<file path="config.mk">
export PLATFORM = sky130hd
export DESIGN_NAME = adc_dual_trig_seq
export DESIGN_NICKNAME = d
export VERILOG_FILES = /design/src/rtl/adc_trig_pkg.sv /design/src/rtl/adc_trig_window.sv /design/src/rtl/adc_trig_counter.sv /design/src/rtl/adc_trig_fsm.sv /design/src/rtl/adc_trig_status.sv /design/src/rtl/adc_dual_trig_seq.sv
export SDC_FILE = /design/constraint.sdc
export NUM_CORES = 1
export LEC_CHECK = 0
export ABC_AREA = 1
export ABC_CLOCK_PERIOD_IN_PS = 2700
export BUFFER_PORTS_ARGS = -buffer_cell sky130_fd_sc_hd__buf_2
export CAP_MARGIN = 5
export CORE_MARGIN = 1
export CORE_UTILIZATION = 40
export CTS_BUF_LIST = sky130_fd_sc_hd__clkbuf_4
export DETAILED_ROUTE_END_ITERATION = 10
export SYNTH_ARGS = -nofsm -noshare
export SYNTH_HDL_FRONTEND = slang
export SYNTH_SLANG_ARGS = --single-unit
</file>
<file path="constraint.sdc">
create_clock -name clk -period 2.7 [get_ports clk]
set_clock_uncertainty 0.15 [all_clocks]
set_input_delay 0.54 -clock clk [delete_from_list [all_inputs] [get_ports clk]]
set_output_delay 0.54 -clock clk [all_outputs]
set_load 0.03 [all_outputs]
</file>
<file path="src/rtl/adc_trig_pkg.sv">
package adc_trig_pkg;

    typedef enum logic [1:0] {
        SEQ_IDLE,
        SEQ_FIRST,
        SEQ_SECOND,
        SEQ_DONE
    } seq_state_e;

    // smallest spacing between first and second trigger, in clocks
    localparam int unsigned MIN_GAP = 2;

endpackage

</file>
<file path="src/rtl/adc_trig_window.sv">
module adc_trig_window #(
    parameter int CW = 16
) (
    input  logic          clk,
    input  logic          rst_n,
    input  logic          sync_i,
    input  logic [CW-1:0] len_i,
    output logic          start_o,
    output logic          end_o,
    output logic          active_o
);
    localparam logic [CW-1:0] LAST = CW'(1);

    logic [CW-1:0] left_q;
    logic          act_q;

    assign start_o  = sync_i && (len_i != '0);
    assign end_o    = act_q && (left_q == LAST) && !start_o;
    assign active_o = act_q;

    always_ff @(posedge clk or negedge rst_n) begin
        if (!rst_n) begin
            left_q <= '0;
            act_q  <= 1'b0;
        end else if (start_o) begin
            left_q <= len_i;
            act_q  <= 1'b1;
        end else if (act_q) begin
            left_q <= left_q - LAST;
            if (left_q == LAST) begin
                act_q <= 1'b0;
            end
        end
    end
endmodule

</file>
<file path="src/rtl/adc_trig_counter.sv">
module adc_trig_counter #(
    parameter int CW = 16
) (
    input  logic          clk,
    input  logic          rst_n,
    input  logic          load_i,
    input  logic [CW-1:0] t0_i,
    input  logic          run_i,
    input  logic          clear_i,
    input  logic          adv_i,
    input  logic [CW-1:0] adv_amt_i,
    output logic          hit_o
);
    localparam logic [CW-1:0] ONE = CW'(1);

    logic [CW-1:0] cnt_q;
    logic [CW-1:0] tgt_q;

    assign hit_o = (cnt_q == tgt_q);

    always_ff @(posedge clk or negedge rst_n) begin
        if (!rst_n) begin
            cnt_q <= '0;
            tgt_q <= ONE;
        end else if (load_i) begin
            // first compare lands t0 clocks after the next count
            tgt_q <= cnt_q + ONE + t0_i;
        end else if (clear_i) begin
            cnt_q <= '0;
        end else begin
            if (run_i) begin
                cnt_q <= cnt_q + ONE;
            end
            if (adv_i) begin
                tgt_q <= tgt_q + adv_amt_i;
            end
        end
    end
endmodule

</file>
<file path="src/rtl/adc_trig_fsm.sv">
module adc_trig_fsm
    import adc_trig_pkg::*;
#(
    parameter int CW = 16
) (
    input  logic          clk,
    input  logic          rst_n,
    input  logic          start_i,
    input  logic          end_i,
    input  logic          window_i,
    input  logic          hit_i,
    input  logic [CW-1:0] t1_i,
    output logic          run_o,
    output logic          clear_o,
    output logic          adv_o,
    output logic [CW-1:0] adv_amt_o,
    output logic          trig_o,
    output logic          idx_o,
    output logic          miss_set_o
);
    localparam logic [CW-1:0] GAP = CW'(MIN_GAP);

    seq_state_e    st_q, st_d;
    logic [CW-1:0] t1_q;
    logic          match;
    logic          armed;
    logic          trig_q, idx_q;

    assign armed = (st_q == SEQ_FIRST) || (st_q == SEQ_SECOND);
    assign match = window_i && !start_i && hit_i && armed;

    assign run_o      = window_i && !start_i && (st_q != SEQ_DONE);
    assign adv_o      = match && (st_q == SEQ_FIRST);
    assign clear_o    = match && (st_q == SEQ_SECOND);
    assign adv_amt_o  = t1_q;
    assign miss_set_o = (end_i || (start_i && window_i)) &&
                        ((st_q == SEQ_FIRST) || ((st_q == SEQ_SECOND) && !match));

    // next state
    always_comb begin
        st_d = st_q;
        unique case (st_q)
            SEQ_IDLE:   st_d = SEQ_IDLE;
            SEQ_FIRST:  if (match) st_d = SEQ_SECOND;
            SEQ_SECOND: if (match) st_d = SEQ_DONE;
            SEQ_DONE:   st_d = SEQ_DONE;
        endcase
        if (end_i) begin
            st_d = SEQ_IDLE;
        end
        if (start_i) begin
            st_d = SEQ_FIRST;
        end
    end

    // state register and delay shadow
    always_ff @(posedge clk or negedge rst_n) begin
        if (!rst_n) begin
            st_q <= SEQ_IDLE;
            t1_q <= GAP;
        end else begin
            st_q <= st_d;
            if (start_i) begin
                t1_q <= (t1_i < GAP) ? GAP : t1_i;
            end
        end
    end

    // registered outputs
    always_ff @(posedge clk or negedge rst_n) begin
        if (!rst_n) begin
            trig_q <= 1'b0;
            idx_q  <= 1'b0;
        end else begin
            trig_q <= match;
            if (match) begin
                idx_q <= (st_q == SEQ_SECOND);
            end
        end
    end

    assign trig_o = trig_q;
    assign idx_o  = idx_q;
endmodule

</file>
<file path="src/rtl/adc_trig_status.sv">
module adc_trig_status (
    input  logic       clk,
    input  logic       rst_n,
    input  logic       trig_i,
    input  logic       idx_i,
    input  logic       busy_i,
    input  logic       miss_set_i,
    input  logic [1:0] clr_i,
    output logic       drop_o,
    output logic       drop_idx_o,
    output logic       miss_o
);
    logic drop_q, drop_idx_q, miss_q;
    logic lost;

    assign lost = trig_i && busy_i;

    always_ff @(posedge clk or negedge rst_n) begin
        if (!rst_n) begin
            drop_q     <= 1'b0;
            drop_idx_q <= 1'b0;
            miss_q     <= 1'b0;
        end else begin
            if (lost) begin
                drop_q     <= 1'b1;
                drop_idx_q <= idx_i;
            end else if (clr_i[0]) begin
                drop_q <= 1'b0;
            end
            if (miss_set_i) begin
                miss_q <= 1'b1;
            end else if (clr_i[1]) begin
                miss_q <= 1'b0;
            end
        end
    end

    assign drop_o     = drop_q;
    assign drop_idx_o = drop_idx_q;
    assign miss_o     = miss_q;
endmodule

</file>
<file path="src/rtl/adc_dual_trig_seq.sv">
module adc_dual_trig_seq #(
    parameter int CW = 16
) (
    input  logic          clk,
    input  logic          rst_n,
    input  logic          pwm_sync_i,
    input  logic [CW-1:0] half_period_i,
    input  logic [CW-1:0] delay_t0_i,
    input  logic [CW-1:0] delay_t1_i,
    input  logic          adc_busy_i,
    input  logic [1:0]    flag_clr_i,
    output logic          trig_o,
    output logic          samp_idx_o,
    output logic          window_o,
    output logic          drop_flag_o,
    output logic          drop_idx_o,
    output logic          miss_o
);
    logic          win_start, win_end, win_act;
    logic          hit, run, clr_cnt, adv, miss_set;
    logic [CW-1:0] adv_amt;

    adc_trig_window #(.CW(CW)) u_window (
        .clk      (clk),
        .rst_n    (rst_n),
        .sync_i   (pwm_sync_i),
        .len_i    (half_period_i),
        .start_o  (win_start),
        .end_o    (win_end),
        .active_o (win_act)
    );

    adc_trig_counter #(.CW(CW)) u_counter (
        .clk       (clk),
        .rst_n     (rst_n),
        .load_i    (win_start),
        .t0_i      (delay_t0_i),
        .run_i     (run),
        .clear_i   (clr_cnt),
        .adv_i     (adv),
        .adv_amt_i (adv_amt),
        .hit_o     (hit)
    );

    adc_trig_fsm #(.CW(CW)) u_fsm (
        .clk        (clk),
        .rst_n      (rst_n),
        .start_i    (win_start),
        .end_i      (win_end),
        .window_i   (win_act),
        .hit_i      (hit),
        .t1_i       (delay_t1_i),
        .run_o      (run),
        .clear_o    (clr_cnt),
        .adv_o      (adv),
        .adv_amt_o  (adv_amt),
        .trig_o     (trig_o),
        .idx_o      (samp_idx_o),
        .miss_set_o (miss_set)
    );

    adc_trig_status u_status (
        .clk        (clk),
        .rst_n      (rst_n),
        .trig_i     (trig_o),
        .idx_i      (samp_idx_o),
        .busy_i     (adc_busy_i),
        .miss_set_i (miss_set),
        .clr_i      (flag_clr_i),
        .drop_o     (drop_flag_o),
        .drop_idx_o (drop_idx_o),
        .miss_o     (miss_o)
    );

    assign window_o = win_act;
endmodule

</file>
==> out/qor.yml <==
status:
  status: "complete, no violations"
power:
  ir_drop_mv: 0.2715
  combPwrFrac: 0.587
  p_clk_frac: 0.132
  seqPwrFrac: 0.281
  power_per_cell_area_nw_per_um2: 836.7
  swShare: 0.4731
  switching_power_mw: 2.805
  p_int_mw: 3.124
  power_leakage_nw: 3.889
hold_path:
  hold_path.class: "input port to flip-flop"
cells_and_area:
  regArea_um2: 1804
  multiInputGateArea_um2: 3862
  layout_common_cells: "320 x nand2_1, 102 x inv_1, 72 x nor2_1, 70 x dfrtp_1, 64 x nand3_1"
  layout_commonest_cell: "nand2_1"
  syn2layout_area_growth_pct: 18.72
  design_area_um2: 7086
  nets: 1094
  fillCellCount: 1538
  drive_gt1_frac: 0.1766
detailed_routing:
  num_vias: 5832
  post_drt_wl_per_cell_um: 13.96
  antenna_left: 0
  initialDrtViolationCount: 318
  via_per_inst: 4.913
  drc: 0
  totalWireLength_mm: 16.57
  drtPass1Iterations: 6
die:
  ios: 60
  row_count: 44
  initial_utilization: 0.4106
  dieArea_um2: 15410
  core-area_um2: 14530
  die_y_um: 124.2
  die_x_um: 124.2
synthesis:
  synth_edf_count: 0
  syn_avg_cell_area_um2: 6.617
  syn_inst: 902
  synth_cell_types: 44
  netlist_area_um2: 5968
  ys_ff_latch: 72
  synth_warnings: 0
  ys.flop_type: "dfrtp_1"
  synth_fp_nets: 999
  yosysSeqAreaShare: 0.3023
  ys_async_sr_fraction: 1.000
worst_setup_path:
  crit_end: "u_counter.tgt_q[8]$_DFFE_PN0P_"
  cp.required_ns: 2.90
  cp-start-kind: "flip-flop"
  end_kind: "flip-flop"
  cp_max_fo: 5
  r2r-start: "u_counter.cnt_q[0]$_DFFE_PN0P_"
  crit_start: "u_counter.cnt_q[0]$_DFFE_PN0P_"
  r2r_setup_slack_ns: 0.01
  cp.arrival_ns: 2.89
  worstRegToRegCells: 13
  reg2reg_to: "u_counter.tgt_q[8]$_DFFE_PN0P_"
  worstSetupPathType: "flip-flop to flip-flop"
global_routing:
  grt_max_degree: 35
  antenna_found_initial: 1
  grt_remaining_overflow: 0
  grt_pass1_vias: 5300
  track_usage: 0.2271
  grt_first_pass_wirelength_mm: 26.35
clocking:
  cts_root_buffer: "clkbuf_4"
  clkLatencyLatePin_ns: 0.47
  cts_sinks: 72
  cts_buffers: 9
  clk_pin_slew_ns: 0.12
  cts_max_level: 3
  cts_tree: "yes"
  clk_path_buf_depth: 2
sta:
  rsz0062_at_grt: "true"
  finalCriticalPeriod_ns: 2.686
  max_clock_freq_ghz: 0.3723
  slew_headroom: 0.6113
  slew_viol_final: 0
  finalCritPeriodShare: 0.9948
  hold_viol_final: 0
  finalSetupViolCount: 0
  tightest_slew_ns: 0.5821
  fin_ws_ns: 0.01399
place:
  place_ws_ns: -0.1424
  dpl.hpwl_mm: 13.02
  place.gp.congestion: 0.8985
  placed_area_um2: 6696
  port_buffers: 59
flow_run:
  cap_violations: 0
-- Yosys cell counts, types with 6 or more instances --
cell      instances  area [um^2]
nand2_1         336         1261
inv_1           107        401.6
nor2_1           79        296.5
dfrtp_1          70         1752
nand3_1          66        330.3
ha_1             41        513.0
o21ai_0          32        160.2
a21oi_1          28        140.1
xor2_1           27        236.5
nand4_1          13        81.33
xnor2_1          11        96.34
buf_2            10        50.05
nand3b_1          8        60.06
o21bai_1          6        45.04
-- critical path, cell delays in order, from the launching register on --
cell,delay [ns]
dfrtp_1,0.40
buf_4,0.15
nand3_2,0.11
buf_4,0.13
xor2_1,0.27
ha_1,0.30
or2_0,0.24
and2_1,0.22
a21o_1,0.18
or2_0,0.20
nand2_1,0.08
o21ai_1,0.07
nand2_1,0.05
nand2_1,0.05
-- flip-flops by register name, summed over array words and instances (netlist names) --
| register | flops |
|---|---|
| u_fsm.trig_o | 1 |
| u_counter.cnt_q | 16 |
| u_fsm.st_q | 2 |
| u_window.left_q | 16 |
| u_status.drop_idx_o | 1 |
| u_counter.tgt_q | 16 |
| u_status.drop_o | 1 |
| u_fsm.idx_o | 1 |
| u_fsm.adv_amt_o | 16 |
| u_window.active_o | 1 |
| u_status.miss_o | 1 |
-- metal layers --
layer,up-vias,global-route usage,wire (um)
li1,3074,-,-
met1,2625,0.3231,8294
met2,116,0.3539,7346
met3,17,0.03297,673
met4,0,0.06845,257
met5,-,0,0
-- cell families after synthesis --
group	share of synthesized area
AOI/OAI and AO/OA	0.08344
xor gates and xnor gates	0.05577
adders and majority gates	0.09266
buffers and inverters	0.08449
DFF	0.3023
muxes	0.001887
and+or+nand+nor	0.3795
-- what timing repair did --
item                                    4_1_cts  5_1_grt
gates cloned                                  0        0
endpoints found under the setup margin        8        9
pin swaps                                     5       21
endpoints found under the hold margin        31        0
resized for setup                             8       44
hold buffers                                  1        0
buffers inserted                              0        2
-- cell type report --
| class | instances | area share |
|---|---|---|
| Sequential cell | 72 | 0.2546 |
| Timing Repair Buffer | 100 | 0.08688 |
| Clock inverter | 7 | 0.01218 |
| Tap cell | 184 | 0.03249 |
| Inverter | 111 | 0.05880 |
| Antenna cell | 1 | 0.0003532 |
| Clock buffer | 9 | 0.009536 |
| Multi-Input combinational cell | 703 | 0.5451 |
-- through the flow --
stage          cells  setup TNS (ns)  power (mW)  utilization  hold slack [ns]
5_1_grt         1187          -1.049       6.487       0.4875          0.08672
3_3_place_gp    1167         -0.2595       4.949       0.4607           0.3096
6_report        1187               0       5.929       0.4875           0.1095
3_5_place_dp    1167         -0.6167       4.962       0.4607           0.3165
2_1_floorplan    902               0       3.948            -          0.09441
4_1_cts         1184       -0.002668       5.803       0.4739          0.07477
-- power by group through the flow --
stage               combinational, mW  sequential [mW]  clock, mW
global route                     3.95             1.69      0.848
detailed placement               3.29             1.67          0
CTS                              3.34             1.66      0.809
finish                           3.48             1.67      0.783
global placement                 3.28             1.67          0
floorplan                        2.37             1.57          0
-- how the worst min path moves through the flow --
| stage | from | endpoint | slack, ns | cells past startpoint |
|---|---|---|---|---|
| 5_1_grt | flag_clr_i[0] | u_status.drop_o$_DFFE_PN0P_ | 0.09 | 2 |
| 4_1_cts | flag_clr_i[0] | u_status.drop_o$_DFFE_PN0P_ | 0.07 | 2 |
| 3_5_place_dp | u_status.miss_o$_DFFE_PN0P_ | u_status.miss_o$_DFFE_PN0P_ | 0.32 | 2 |
| 6_report | flag_clr_i[0] | u_status.drop_o$_DFFE_PN0P_ | 0.11 | 2 |
| 2_1_floorplan | rst_n | u_counter.cnt_q[0]$_DFFE_PN0P_ | 0.09 | 0 |
| 3_3_place_gp | u_status.miss_o$_DFFE_PN0P_ | u_status.miss_o$_DFFE_PN0P_ | 0.31 | 2 |
(Power assumes the default switching activity.)
